`src/rtl/refdiv_pkg.sv`:
```
package refdiv_pkg;

  localparam int CODE_W = 4;

  typedef logic [CODE_W-1:0] ref_code_t;

  localparam ref_code_t CODE_HALT = 4'd14;  // loop stop plus oscillator stop
  localparam ref_code_t CODE_HOLD = 4'd15;  // loop stop only

  typedef struct packed {
    ref_code_t code;
    logic      xtal_hi;
  } ref_cfg_t;

  // Reference frequency in units of 1/8 Hz; zero marks a non-frequency code.
  function automatic longint unsigned ref_eighth_hz(int unsigned code);
    case (code)
      0:       return 64'd800000;
      1:       return 64'd400000;
      2, 3:    return 64'd200000;
      4:       return 64'd100000;
      5:       return 64'd50000;
      6, 7:    return 64'd25000;
      8:       return 64'd80000;
      9:       return 64'd72000;
      10:      return 64'd40000;
      11:      return 64'd8000;
      12:      return 64'd24000;
      13:      return 64'd120000;
      default: return 64'd0;
    endcase
  endfunction

  // Nearest-integer divide ratio; zero for the stop codes.
  function automatic int unsigned calc_ratio(longint unsigned xtal_hz, int unsigned code);
    longint unsigned f;
    f = ref_eighth_hz(code);
    if (f == 0) return 0;
    return int'((xtal_hz * 64'd8 + f / 64'd2) / f);
  endfunction

  function automatic int unsigned max_ratio(longint unsigned lo_hz, longint unsigned hi_hz);
    int unsigned m;
    m = 0;
    for (int c = 0; c < 16; c++) begin
      if (calc_ratio(lo_hz, c) > m) m = calc_ratio(lo_hz, c);
      if (calc_ratio(hi_hz, c) > m) m = calc_ratio(hi_hz, c);
    end
    return m;
  endfunction

  function automatic int unsigned min_ratio(longint unsigned lo_hz, longint unsigned hi_hz);
    int unsigned m;
    m = 32'hFFFF_FFFF;
    for (int c = 0; c < 16; c++) begin
      if (calc_ratio(lo_hz, c) != 0 && calc_ratio(lo_hz, c) < m) m = calc_ratio(lo_hz, c);
      if (calc_ratio(hi_hz, c) != 0 && calc_ratio(hi_hz, c) < m) m = calc_ratio(hi_hz, c);
    end
    return m;
  endfunction

endpackage

```
`src/rtl/refdiv_ratio_rom.sv`:
```
module refdiv_ratio_rom
  import refdiv_pkg::*;
#(
  parameter int unsigned XTAL_LO_HZ = 4_500_000,
  parameter int unsigned XTAL_HI_HZ = 7_200_000,
  parameter int          CNT_W      = 13
) (
  input  refdiv_pkg::ref_cfg_t sel,
  output logic [CNT_W-1:0]     ratio_m1
);

  localparam int ENTRIES = 2 * (1 << CODE_W);

  logic [CNT_W-1:0] tbl [ENTRIES];

  // One constant per crystal/code pair, folded at elaboration.
  for (genvar g = 0; g < ENTRIES; g++) begin : g_entry
    localparam int unsigned RV = calc_ratio(
      (g >= (1 << CODE_W)) ? 64'(XTAL_HI_HZ) : 64'(XTAL_LO_HZ),
      g % (1 << CODE_W));
    assign tbl[g] = (RV == 0) ? '0 : CNT_W'(RV - 1);
  end

  assign ratio_m1 = tbl[{sel.xtal_hi, sel.code}];

endmodule

```
`src/rtl/refdiv_cfg_slot.sv`:
```
module refdiv_cfg_slot
  import refdiv_pkg::*;
(
  input  logic                 clk,
  input  logic                 rst_n,
  input  logic                 in_valid,
  input  refdiv_pkg::ref_cfg_t in_cfg,
  output logic                 in_ready,
  input  logic                 take,
  output logic                 pend_valid,
  output refdiv_pkg::ref_cfg_t pend_cfg
);

  assign in_ready = !pend_valid;

  always_ff @(posedge clk or negedge rst_n) begin
    if (!rst_n) begin
      pend_valid <= 1'b0;
      pend_cfg   <= '{code: CODE_HOLD, xtal_hi: 1'b1};
    end else if (in_valid && in_ready) begin
      pend_valid <= 1'b1;
      pend_cfg   <= in_cfg;
    end else if (take) begin
      pend_valid <= 1'b0;
    end
  end

endmodule

```
`src/rtl/refdiv_counter.sv`:
```
module refdiv_counter #(
  parameter int CNT_W = 13
) (
  input  logic             clk,
  input  logic             rst_n,
  input  logic             run,
  input  logic             load,
  input  logic [CNT_W-1:0] load_val,
  output logic             tick
);

  logic [CNT_W-1:0] cnt;

  assign tick = run && (cnt == '0);

  always_ff @(posedge clk or negedge rst_n) begin
    if (!rst_n) begin
      cnt <= '0;
    end else if (load) begin
      cnt <= load_val;
    end else if (run && cnt != '0) begin
      cnt <= cnt - CNT_W'(1);
    end
  end

endmodule

```
`src/rtl/xtal_ref_divider.sv`:
```
module xtal_ref_divider
  import refdiv_pkg::*;
#(
  parameter int unsigned XTAL_LO_HZ = 4_500_000,
  parameter int unsigned XTAL_HI_HZ = 7_200_000
) (
  input  logic       clk,
  input  logic       rst_n,
  input  logic       cfg_valid,
  output logic       cfg_ready,
  input  logic [3:0] cfg_code,
  input  logic       cfg_xtal,
  output logic       ref_tick,
  output logic       loop_inhibit,
  output logic       osc_stop,
  output logic       osc_hi_sel
);

  localparam int unsigned MAX_R = max_ratio(64'(XTAL_LO_HZ), 64'(XTAL_HI_HZ));
  localparam int          CNT_W = (MAX_R > 2) ? $clog2(MAX_R) : 1;

  ref_cfg_t         in_cfg, pend_cfg, act_cfg, rom_sel;
  logic             pend_valid, apply, inh, tick;
  logic [CNT_W-1:0] ratio_m1;

  assign in_cfg = '{code: cfg_code, xtal_hi: cfg_xtal};

  refdiv_cfg_slot u_slot (
    .clk        (clk),
    .rst_n      (rst_n),
    .in_valid   (cfg_valid),
    .in_cfg     (in_cfg),
    .in_ready   (cfg_ready),
    .take       (apply),
    .pend_valid (pend_valid),
    .pend_cfg   (pend_cfg)
  );

  assign inh   = (act_cfg.code == CODE_HALT) || (act_cfg.code == CODE_HOLD);
  assign apply = pend_valid && (tick || inh);

  always_ff @(posedge clk or negedge rst_n) begin
    if (!rst_n) begin
      act_cfg <= '{code: CODE_HOLD, xtal_hi: 1'b1};
    end else if (apply) begin
      act_cfg <= pend_cfg;
    end
  end

  assign rom_sel = apply ? pend_cfg : act_cfg;

  refdiv_ratio_rom #(
    .XTAL_LO_HZ (XTAL_LO_HZ),
    .XTAL_HI_HZ (XTAL_HI_HZ),
    .CNT_W      (CNT_W)
  ) u_rom (
    .sel      (rom_sel),
    .ratio_m1 (ratio_m1)
  );

  refdiv_counter #(
    .CNT_W (CNT_W)
  ) u_cnt (
    .clk      (clk),
    .rst_n    (rst_n),
    .run      (!inh),
    .load     (tick || apply),
    .load_val (ratio_m1),
    .tick     (tick)
  );

  assign ref_tick     = tick;
  assign loop_inhibit = inh;
  assign osc_stop     = (act_cfg.code == CODE_HALT);
  assign osc_hi_sel   = act_cfg.xtal_hi;

endmodule

```
`config.mk`:
```
export PLATFORM = sky130hd
export DESIGN_NAME = xtal_ref_divider
export DESIGN_NICKNAME = d
export VERILOG_FILES = /design/src/rtl/refdiv_pkg.sv /design/src/rtl/refdiv_ratio_rom.sv /design/src/rtl/refdiv_cfg_slot.sv /design/src/rtl/refdiv_counter.sv /design/src/rtl/xtal_ref_divider.sv
export SDC_FILE = /design/constraint.sdc
export NUM_CORES = 1
export LEC_CHECK = 0
export BUFFER_PORTS_ARGS = -buffer_cell sky130_fd_sc_hd__buf_2
export CAP_MARGIN = 20
export CORE_ASPECT_RATIO = 2
export CORE_MARGIN = 2
export CORE_UTILIZATION = 54
export CTS_CLUSTER_DIAMETER = 60
export CTS_CLUSTER_SIZE = 25
export DETAILED_ROUTE_END_ITERATION = 10
export PLACE_DENSITY = 0.75
export SYNTH_ARGS = -nofsm -noshare
export SYNTH_HDL_FRONTEND = slang
export SYNTH_SLANG_ARGS = --single-unit
```
`constraint.sdc`:
```
create_clock -name clk -period 2.5 [get_ports clk]
set_input_delay 0.125 -clock clk [delete_from_list [all_inputs] [get_ports clk]]
set_output_delay 0.125 -clock clk [all_outputs]
set_load 0.05 [all_outputs]
```
Word-level counts from Yosys, hierarchy flattened --
Memories as Yosys holds them, arrays and structs flattened. Cells that the tools add are included. Widths: inputs -> output; s select.
Word-level totals: bits in registers 24, bits in latches 0, memory bits (writable) 0, ROM bits 416, input port bits 8, word-level logic and storage cells 32, memories kept 1
Memories:
- (name not given) | depth 32, bits a word 13, read ports 1, clocked after memory_dff 0, write ports 0, RTL line refdiv_ratio_rom.sv:24 | assign ratio_m1 = tbl[{sel.xtal_hi, sel.code}];
Cells by class: $add $sub $neg 1, multipliers 0, divide/modulo/power cells 0, order comparisons 1, equality and inequality tests 2, shift operators 0, mux-type cells 7, bitwise operators 1, reduce and logical (&&, ||, !) cells 13
Operator list (count):
- $mux 13 | 4
- $logic_not 13->1 | 1
- $reduce_bool 13->1 | 1
- $sub 13x1->13 const B | 1
- $eq 4x4->1 const B | 2
- $ge 6x6->1 const B | 1
- $not 5->6 | 1
- $mux 5 | 1
- $logic_and 1x1->1 | 4
- $reduce_bool 2->1 | 2
- $logic_or 1x1->1 | 3
- $logic_not 1->1 | 2
- $mux 1 | 2

Longest topological paths before layout --
Gate-level depths: netlist (run 1).
word-level depth 12, mapped depth 12, mapped depth without buffers 11

Modules after synthesis --
From an unflattened synthesis (run 1), not the netlist that was laid out.
Unflattened totals: cell total of the unflattened synthesis 202, area, all modules 1886.8 um2
By module, submodules not included:
- refdiv_counter | instances 1, cells each 93, area an instance 828.3 um2
- refdiv_ratio_rom | instances 1, cells each 78, area an instance 548.0 um2
- refdiv_cfg_slot | instances 1, cells each 15, area an instance 260.2 um2
- xtal_ref_divider | instances 1, cells each 16, area an instance 250.2 um2

Least setup slack after synthesis (run 1) --
Ideal clock, no wire load.
kind register to register, start point register u_cnt.cnt[0], end point register u_cnt.cnt[11], data arrival time 2567 ps, data required time 2374 ps, path slack -193 ps, cell stages (with the launch flop) 13, cell sequence dfrtp_1 > inv_1 > ha_1 > nor4b_4 > nand4_4 > nand2_4 > buf_4 > mux2i_1 > inv_1 > ha_1 > nand2_1 > o21ai_1 > a221o_1
RTL lines:
- start: declaration | RTL line refdiv_counter.sv:12 | logic [CNT_W-1:0] cnt;
- start signal: assignment | RTL line refdiv_counter.sv:20 | cnt <= load_val;
- start signal: assignment | RTL line refdiv_counter.sv:22 | cnt <= cnt - CNT_W'(1);

==> results of run 1 <==
-- synthesized netlist by cell type, types with 2 or more instances --
library cell,instances
a21o_1,3
a21oi_1,8
a221oi_1,2
a22oi_1,6
a31oi_1,6
a32o_1,2
buf_2,3
buf_4,3
clkbuf_1,2
dfrtp_1,14
dfstp_2,10
ha_1,7
inv_1,9
inv_2,3
mux2_2,3
mux2i_1,4
mux2i_2,2
nand2_1,22
nand3_1,5
nor2_1,16
nor3_1,7
nor3b_1,5
o211ai_1,2
o21ai_0,13
o21ai_1,3
o221ai_1,3
o22ai_1,3
o311ai_0,2
o31a_1,2
o31ai_1,2
xor2_1,2
-- cell type report --
type,instances,area [µm²],area share
Timing Repair Buffer,49,369,0.159
Clock buffer,4,45.0,0.0194
Sequential cell,24,613,0.263
Inverter,13,53.8,0.0231
Tap cell,31,38.8,0.0167
Multi-Input combinational cell,157,1210,0.519
-- what timing repair did --
item / in CTS / in global routing
pin swaps: 1 / 6
cloned: 0 / 0
hold endpoints to repair: 14 / 0
setup endpoints to repair: 4 / 12
setup buffers: 1 / 7
gates resized for setup: 6 / 30
hold buffers: 1 / 0
-- metal layers --
metal | track usage | share of wire | wire length, µm | up-vias
li1 | - | - | - | 855
met1 | 0.341 | 0.34 | 2020 | 885
met2 | 0.601 | 0.54 | 3250 | 81
met3 | 0.0426 | 0.031 | 187 | 42
met4 | 0.207 | 0.090 | 540 | 0
met5 | 0 | 0 | 0 | -
-- power groups by stage --
stage | Clock [mW] | Combinational (mW) | Sequential [mW]
4_1_cts | 0.240 | 1.79 | 0.852
3_5_place_dp | 0 | 1.71 | 0.853
2_1_floorplan | 0 | 1.11 | 0.844
5_1_grt | 0.253 | 2.22 | 0.891
6_report | 0.241 | 2.08 | 0.873
3_3_place_gp | 0 | 1.68 | 0.837
-- stage by stage --
step	setup WS [ns]	total power [mW]	instances	instance area (µm²)
after floorplan	0.0112	1.95	202	1820
after global placement	0.0506	2.52	265	2080
after detailed placement	-0.0193	2.56	265	2080
after CTS	0.00468	2.88	271	2180
after global routing	-0.0286	3.36	278	2330
final	0.0525	3.19	278	2330
-- cells in the final DEF, fill, tap and decap left out, drive strengths merged, types with 3 or more instances in the layout --
cell,synthesis,routed
o22ai,3,3
clkbuf,2,4
dfrtp,14,14
a21o,3,3
dfstp,10,10
nor3,9,9
mux2i,6,6
o21ai,16,16
nand3,6,6
mux2,4,4
nor3b,5,5
nor2,16,16
buf,6,48
o221ai,3,3
inv,12,13
a21oi,9,9
nand2,24,24
a31oi,6,6
ha,7,7
a22oi,6,6
-- worst max-delay path, cell delays in order (launching register included) --
cell,delay [ns]
dfrtp_1,0.40
inv_2,0.08
ha_4,0.13
nor4b_4,0.25
nand4_4,0.16
nand2_4,0.13
buf_12,0.12
mux2i_4,0.27
inv_2,0.10
ha_1,0.28
a22oi_1,0.27
o21ai_1,0.12
-- worst paths after layout --
| kind | endpoint | cells past startpoint |
|---|---|---|
| worst max-delay path | u_cnt.cnt[10] | 11 |
| worst min-delay path | u_slot.pend_cfg[1] | 3 |
| worst max register to register | u_cnt.cnt[10] | 11 |
| worst min register to register | u_slot.pend_cfg[1] | 2 |
| max in group asynchronous | act_cfg[2] | 2 |
| min in group asynchronous | u_cnt.cnt[5] | 2 |
-- cells by family after synthesis --
group	synth area share
simple gates	0.224
mux	0.0650
fa+ha+maj	0.0489
flops	0.342
buf+inv	0.0524
compound gates	0.252
xor+xnor	0.0147
-- sequential cells by signal (all words and copies together), names as in the netlist --
name / count
u_slot.pend_cfg: 5
u_slot.pend_valid: 1
act_cfg: 4
osc_hi_sel: 1
u_cnt.cnt: 13
==> flow_summary.json, run 1 <==
{
  "pwr-share-clk": 0.075,
  "synth_ff_type": "dfrtp_1",
  "cp.required_ns": 2.64,
  "p_int_mw": 1.67,
  "drt_first_pass_iters": 4,
  "cts_buffers": 3,
  "path_max_fanout": 4,
  "grt_max_degree": 25,
  "antenna_found_initial": 0,
  "grt_pass1_vias": 1873,
  "htreeDepth": 1,
  "synth_edf_count": 0,
  "insertion_delay_ns": 0.27,
  "timing.final.crit_period_ns": 2.45,
  "p_comb_frac": 0.651,
  "routabilityCongestion": 1.02,
  "hold_violations": 0,
  "wl_per_cell_um": 21.5,
  "viasPerCell": 6.70,
  "netlist_instances": 202,
  "final_max_slew_viol_count": 0,
  "hold_path.startpoint": "cfg_code[0]",
  "start_util": 0.567,
  "setup_violations": 0,
  "p_sw_mw": 1.52,
  "ir_drop_uv": 886,
  "cap_viol_max_count": 0,
  "clk_pin_slew_ns": 0.09,
  "ioPinCount": 13,
  "drive_gt1_frac": 0.429,
  "synth_top_area_frac": 0.196,
  "tritoncts": "done",
  "chipHeight_um": 85.4,
  "path_class": "reg -> reg",
  "vias": 1863,
  "port_buffers": 12,
  "r2r-start": "u_cnt.cnt[1]",
  "cts_sinks": 24,
  "synth.avg_cell_area_um2": 8.86,
  "hp-class": "in -> reg",
  "root_buffer": "clkbuf_8",
  "endpoint_kind": "flip-flop",
  "cellPowerDensity_mw_per_mm2": 1370,
  "final.period_utilization": 0.979,
  "wl_mm": 5.99,
  "row_count": 29,
  "synth_top_area_cell": "dfrtp_1",
  "yosysWarningCount": 0,
  "skew_ns": 0.0111,
  "synth.area.top_cells": "dfrtp_1, dfstp_2, ha_1",
  "fin_setup_tns_ns": 0,
  "netlist_area_mm2": 0.00179,
  "relSlewSlack": 0.578,
  "drtIter0Drc": 102,
  "seqPwrFrac": 0.273,
  "regToRegSetupSlack_ns": 0.05,
  "timing.hold.ws_ns": 0.0568,
  "die-area_mm2": 0.00382,
  "drtAntennaViolNets": 0,
  "synth_cell_type_count": 59,
  "fin_util": 0.737,
  "dieWidth_um": 44.7,
  "start_kind": "flip-flop",
  "synth_nets": 217,
  "ys_ff_latch": 24,
  "grt.total_usage": 0.335,
  "yosysSeqAreaShare": 0.342,
  "swShare": 0.477,
  "fmax_mhz": 409,
  "clock_path_buffers": 2,
  "final.fill_count": 230,
  "p_leak_nw": 0.980,
  "tightest_slew_ns": 0.631,
  "ys_async_sr_fraction": 1.00,
  "coreArea_mm2": 0.00316,
  "syn_to_final_growth_pct": 30.0,
  "gr-total-overflow": 0,
  "finalNetCount": 263,
  "num_antenna_cells": 0,
  "grt_first_pass_wirelength_mm": 9.22,
  "dp_hpwl_mm": 4.44,
  "critPathArrivalTime_ns": 2.59,
  "crit_path_start": "u_cnt.cnt[1]",
  "drc": 0,
  "status": "completed"
}
Power figures use the tool's default switching activity.
==> run 2, diff against run 1 <==
--- a/config.mk
+++ b/config.mk
@@ -13,7 +13,10 @@
 export CTS_CLUSTER_DIAMETER = 60
 export CTS_CLUSTER_SIZE = 25
 export DETAILED_ROUTE_END_ITERATION = 10
+export GPL_TIMING_DRIVEN = 0
 export PLACE_DENSITY = 0.75
+export SKIP_LAST_GASP = 1
 export SYNTH_ARGS = -nofsm -noshare
 export SYNTH_HDL_FRONTEND = slang
+export SYNTH_HIERARCHICAL = 1
 export SYNTH_SLANG_ARGS = --single-unit
==> run 2 against run 1 <==
Against the previous run: the flow now finishes with violations (negative setup slack); wire length grew 3.0%; first-iteration DRC count up 2.0%; register-to-register slack worse by 0.37 ns; clock power is 3% lower; design area is 11% higher; global-route usage down 2.9 points; core utilization grew 2.6 points; critical path type unchanged; largest cell class unchanged.
==> flow_summary.json, run 2 <==
{
  "dp_hpwl_mm": 3.81,
  "top_regs": "u_cnt/cnt: 13 flops, u_slot/pend_cfg: 5 flops, act_cfg: 4 flops",
  "largest_register": "u_cnt/cnt",
  "netlist_instances": 202,
  "r2r_cells": 13,
  "grt_max_degree": 25,
  "cp.required_ns": 2.67,
  "hold_violations": 0,
  "insertion_delay_ns": 0.27,
  "cellPowerDensity_mw_per_mm2": 1650,
  "synth_ff_type": "dfrtp_1",
  "skew_ns": 0.0120,
  "synth_top_area_cell": "dfrtp_1",
  "cpMostUsedCell": "nand2_1",
  "r2r-end": "u_cnt/cnt[4]",
  "endpoint_kind": "flip-flop",
  "regToRegSetupSlack_ns": -0.32,
  "die-area_mm2": 0.00401,
  "slowest_stage": "dfrtp_1",
  "tightest_slew_ns": 0.569,
  "cts_buffers": 3,
  "wl_per_cell_um": 22.0,
  "htreeDepth": 1,
  "violations": "negative setup slack",
  "row_count": 30,
  "rsz0062_at_grt": "true",
  "syn_to_final_growth_pct": 36.7,
  "netlist_area_mm2": 0.00189,
  "ioPinCount": 13,
  "grt_pass1_vias": 1924,
  "layoutNonFillerInstCount": 280,
  "cp_top_family": "simple AND/OR/NAND/NOR gates",
  "final.period_utilization": 1.13,
  "grt.total_usage": 0.306,
  "dp.cells": 246,
  "start_util": 0.559,
  "ir_drop_uv": 1030,
  "status": "finished with violations",
  "yosysSeqAreaShare": 0.325,
  "num_antenna_cells": 0,
  "crit_path_start": "u_cnt/cnt[0]",
  "start_kind": "flip-flop",
  "fmax_mhz": 355,
  "drtIter0Drc": 104,
  "ys_async_sr_fraction": 1.00,
  "timing.hold.ws_ns": 0.0851,
  "path_buf_inv": 2,
  "timing.final.crit_period_ns": 2.82,
  "ys_ff_latch": 24,
  "r2r-start": "u_cnt/cnt[0]",
  "synth_nets": 218,
  "clock_path_buffers": 2,
  "final_cell_mix": "buf_4, buf_2, dfrtp_1",
  "grt_first_pass_wirelength_mm": 8.98,
  "cpPeakStageDelay_ns": 0.40,
  "clk_pin_slew_ns": 0.09,
  "final_max_slew_viol_count": 0,
  "hold_path.startpoint": "cfg_code[2]",
  "viasPerCell": 6.78,
  "yosysWarningCount": 6,
  "largest_reg_flops": 13,
  "cp_cell_sequence": "inv_2 > ha_4 > nor4b_4 > and4_4 > o21ai_4 > mux2_4 > inv_4 > ha_2 > nand2_1 > a21boi_0 > o221ai_1 > nand2_1 > o21ai_0",
  "finalNetCount": 265,
  "drc": 0,
  "wl_mm": 6.17,
  "chipHeight_um": 87.6,
  "cap_viol_max_count": 0,
  "port_buffers": 12,
  "coreArea_mm2": 0.00338,
  "synthTopCellsByCount": "dfrtp_1, o21ai_0, nand2_1, inv_1, nor2_1",
  "place_ws_ns": -0.613,
  "drtAntennaViolNets": 0,
  "root_buffer": "clkbuf_8",
  "synth.avg_cell_area_um2": 9.34,
  "min_path_cells": 2,
  "setup_violations": 12,
  "antenna_found_initial": 0,
  "critPathArrivalTime_ns": 2.99,
  "drive_gt1_frac": 0.500,
  "fin_area_mm2": 0.00258,
  "relSlewSlack": 0.621,
  "hold_end": "u_slot/pend_cfg[3]",
  "path_class": "reg -> reg",
  "yosysMostFrequentCell": "dfrtp_1",
  "worst_slack_ns": -0.316,
  "cts_sinks": 24,
  "final_common_cell": "buf_4",
  "hp-class": "in -> reg",
  "tritoncts": "done",
  "synth_top_area_frac": 0.186,
  "routabilityCongestion": 0.939,
  "vias": 1898,
  "synth.area.top_cells": "dfrtp_1, dfstp_2, mux2_4",
  "dpl_cell_area_mm2": 0.00207,
  "path_max_fanout": 5,
  "dieWidth_um": 45.8,
  "synth_cell_type_count": 63,
  "p_leak_nw": 1.09,
  "synth_edf_count": 0,
  "gr-total-overflow": 0,
  "drt_first_pass_iters": 4
}
## run 2: cell count changes after synthesis, moves of 5 or more
cell | before | now
nor2_1 | 16 | 11
nand2_1 | 22 | 12
a22oi_1 | 6 | 1
mux2_4 | 1 | 10
## run 2: what timing repair did
action | 4_1_cts | 5_1_grt
cloned | 0 | 3
endpoints found under the hold margin | 14 | 0
resized for setup | 27 | 25
setup endpoints to repair | 13 | 13
pin swaps | 14 | 12
buffers inserted | 19 | 8
hold buffers | 1 | 0
## run 2: per-layer routing
metal | share of wire | global-route usage
met4 | 0.056 | 0.153
met1 | 0.35 | 0.304
met5 | 0 | 0
met2 | 0.57 | 0.581
met3 | 0.031 | 0.0309
## run 2: area by class of cell
class,instances,area (µm²)
fill,230,800
tap,32,40.0
clock buffer,4,45.0
buffer,11,103
multi-input combinational,152,1370
timing repair buffer,43,339
inverter,14,71.3
sequential,24,616
## run 2: power breakdown
group / switching, mW / total [mW] / internal, mW
sequential: 0.259 / 0.906 / 0.648
clock: 0.120 / 0.234 / 0.114
combinational: 1.60 / 3.11 / 1.51
total: 1.97 / 4.25 / 2.27
## run 2: worst max-delay path by stage
stage / to / slack [ns] / cells past startpoint
2_1_floorplan: u_cnt/cnt[7] / -0.36 / 12
4_1_cts: u_cnt/cnt[7] / -0.27 / 13
3_3_place_gp: u_cnt/cnt[7] / -0.63 / 9
6_report: u_cnt/cnt[4] / -0.32 / 13
5_1_grt: u_cnt/cnt[4] / -0.38 / 11
3_5_place_dp: u_cnt/cnt[7] / -0.61 / 11
## run 2: stage by stage
stage / TNS (ns) / utilization / power [mW]
after floorplan: -1.25 / - / 2.49
after global placement: -5.16 / 0.614 / 2.90
after detailed placement: -5.51 / 0.614 / 2.98
after CTS: -1.64 / 0.701 / 3.64
after global routing: -3.27 / 0.763 / 4.47
final: -2.17 / 0.763 / 4.25
## run 2: worst register-to-register path, stage by stage, from the launching register on
cell and delay (ns):
dfrtp_1 0.40, inv_2 0.09, ha_4 0.13, nor4b_4 0.21
and4_4 0.29, o21ai_4 0.09, mux2_4 0.39, inv_4 0.11
ha_2 0.26, nand2_1 0.15, a21boi_0 0.17, o221ai_1 0.28
nand2_1 0.08, o21ai_0 0.08
## run 2: logic make-up (layout without fill, tap and decap cells)
logic type	count (synthesis)	after routing	share of synthesized area
mux	14	14	0.108
fa+ha+maj	8	8	0.0531
simple gates	68	68	0.214
flops	24	24	0.325
compound gates	57	57	0.214
buf+inv	26	72	0.0637
xor+xnor	5	5	0.0232
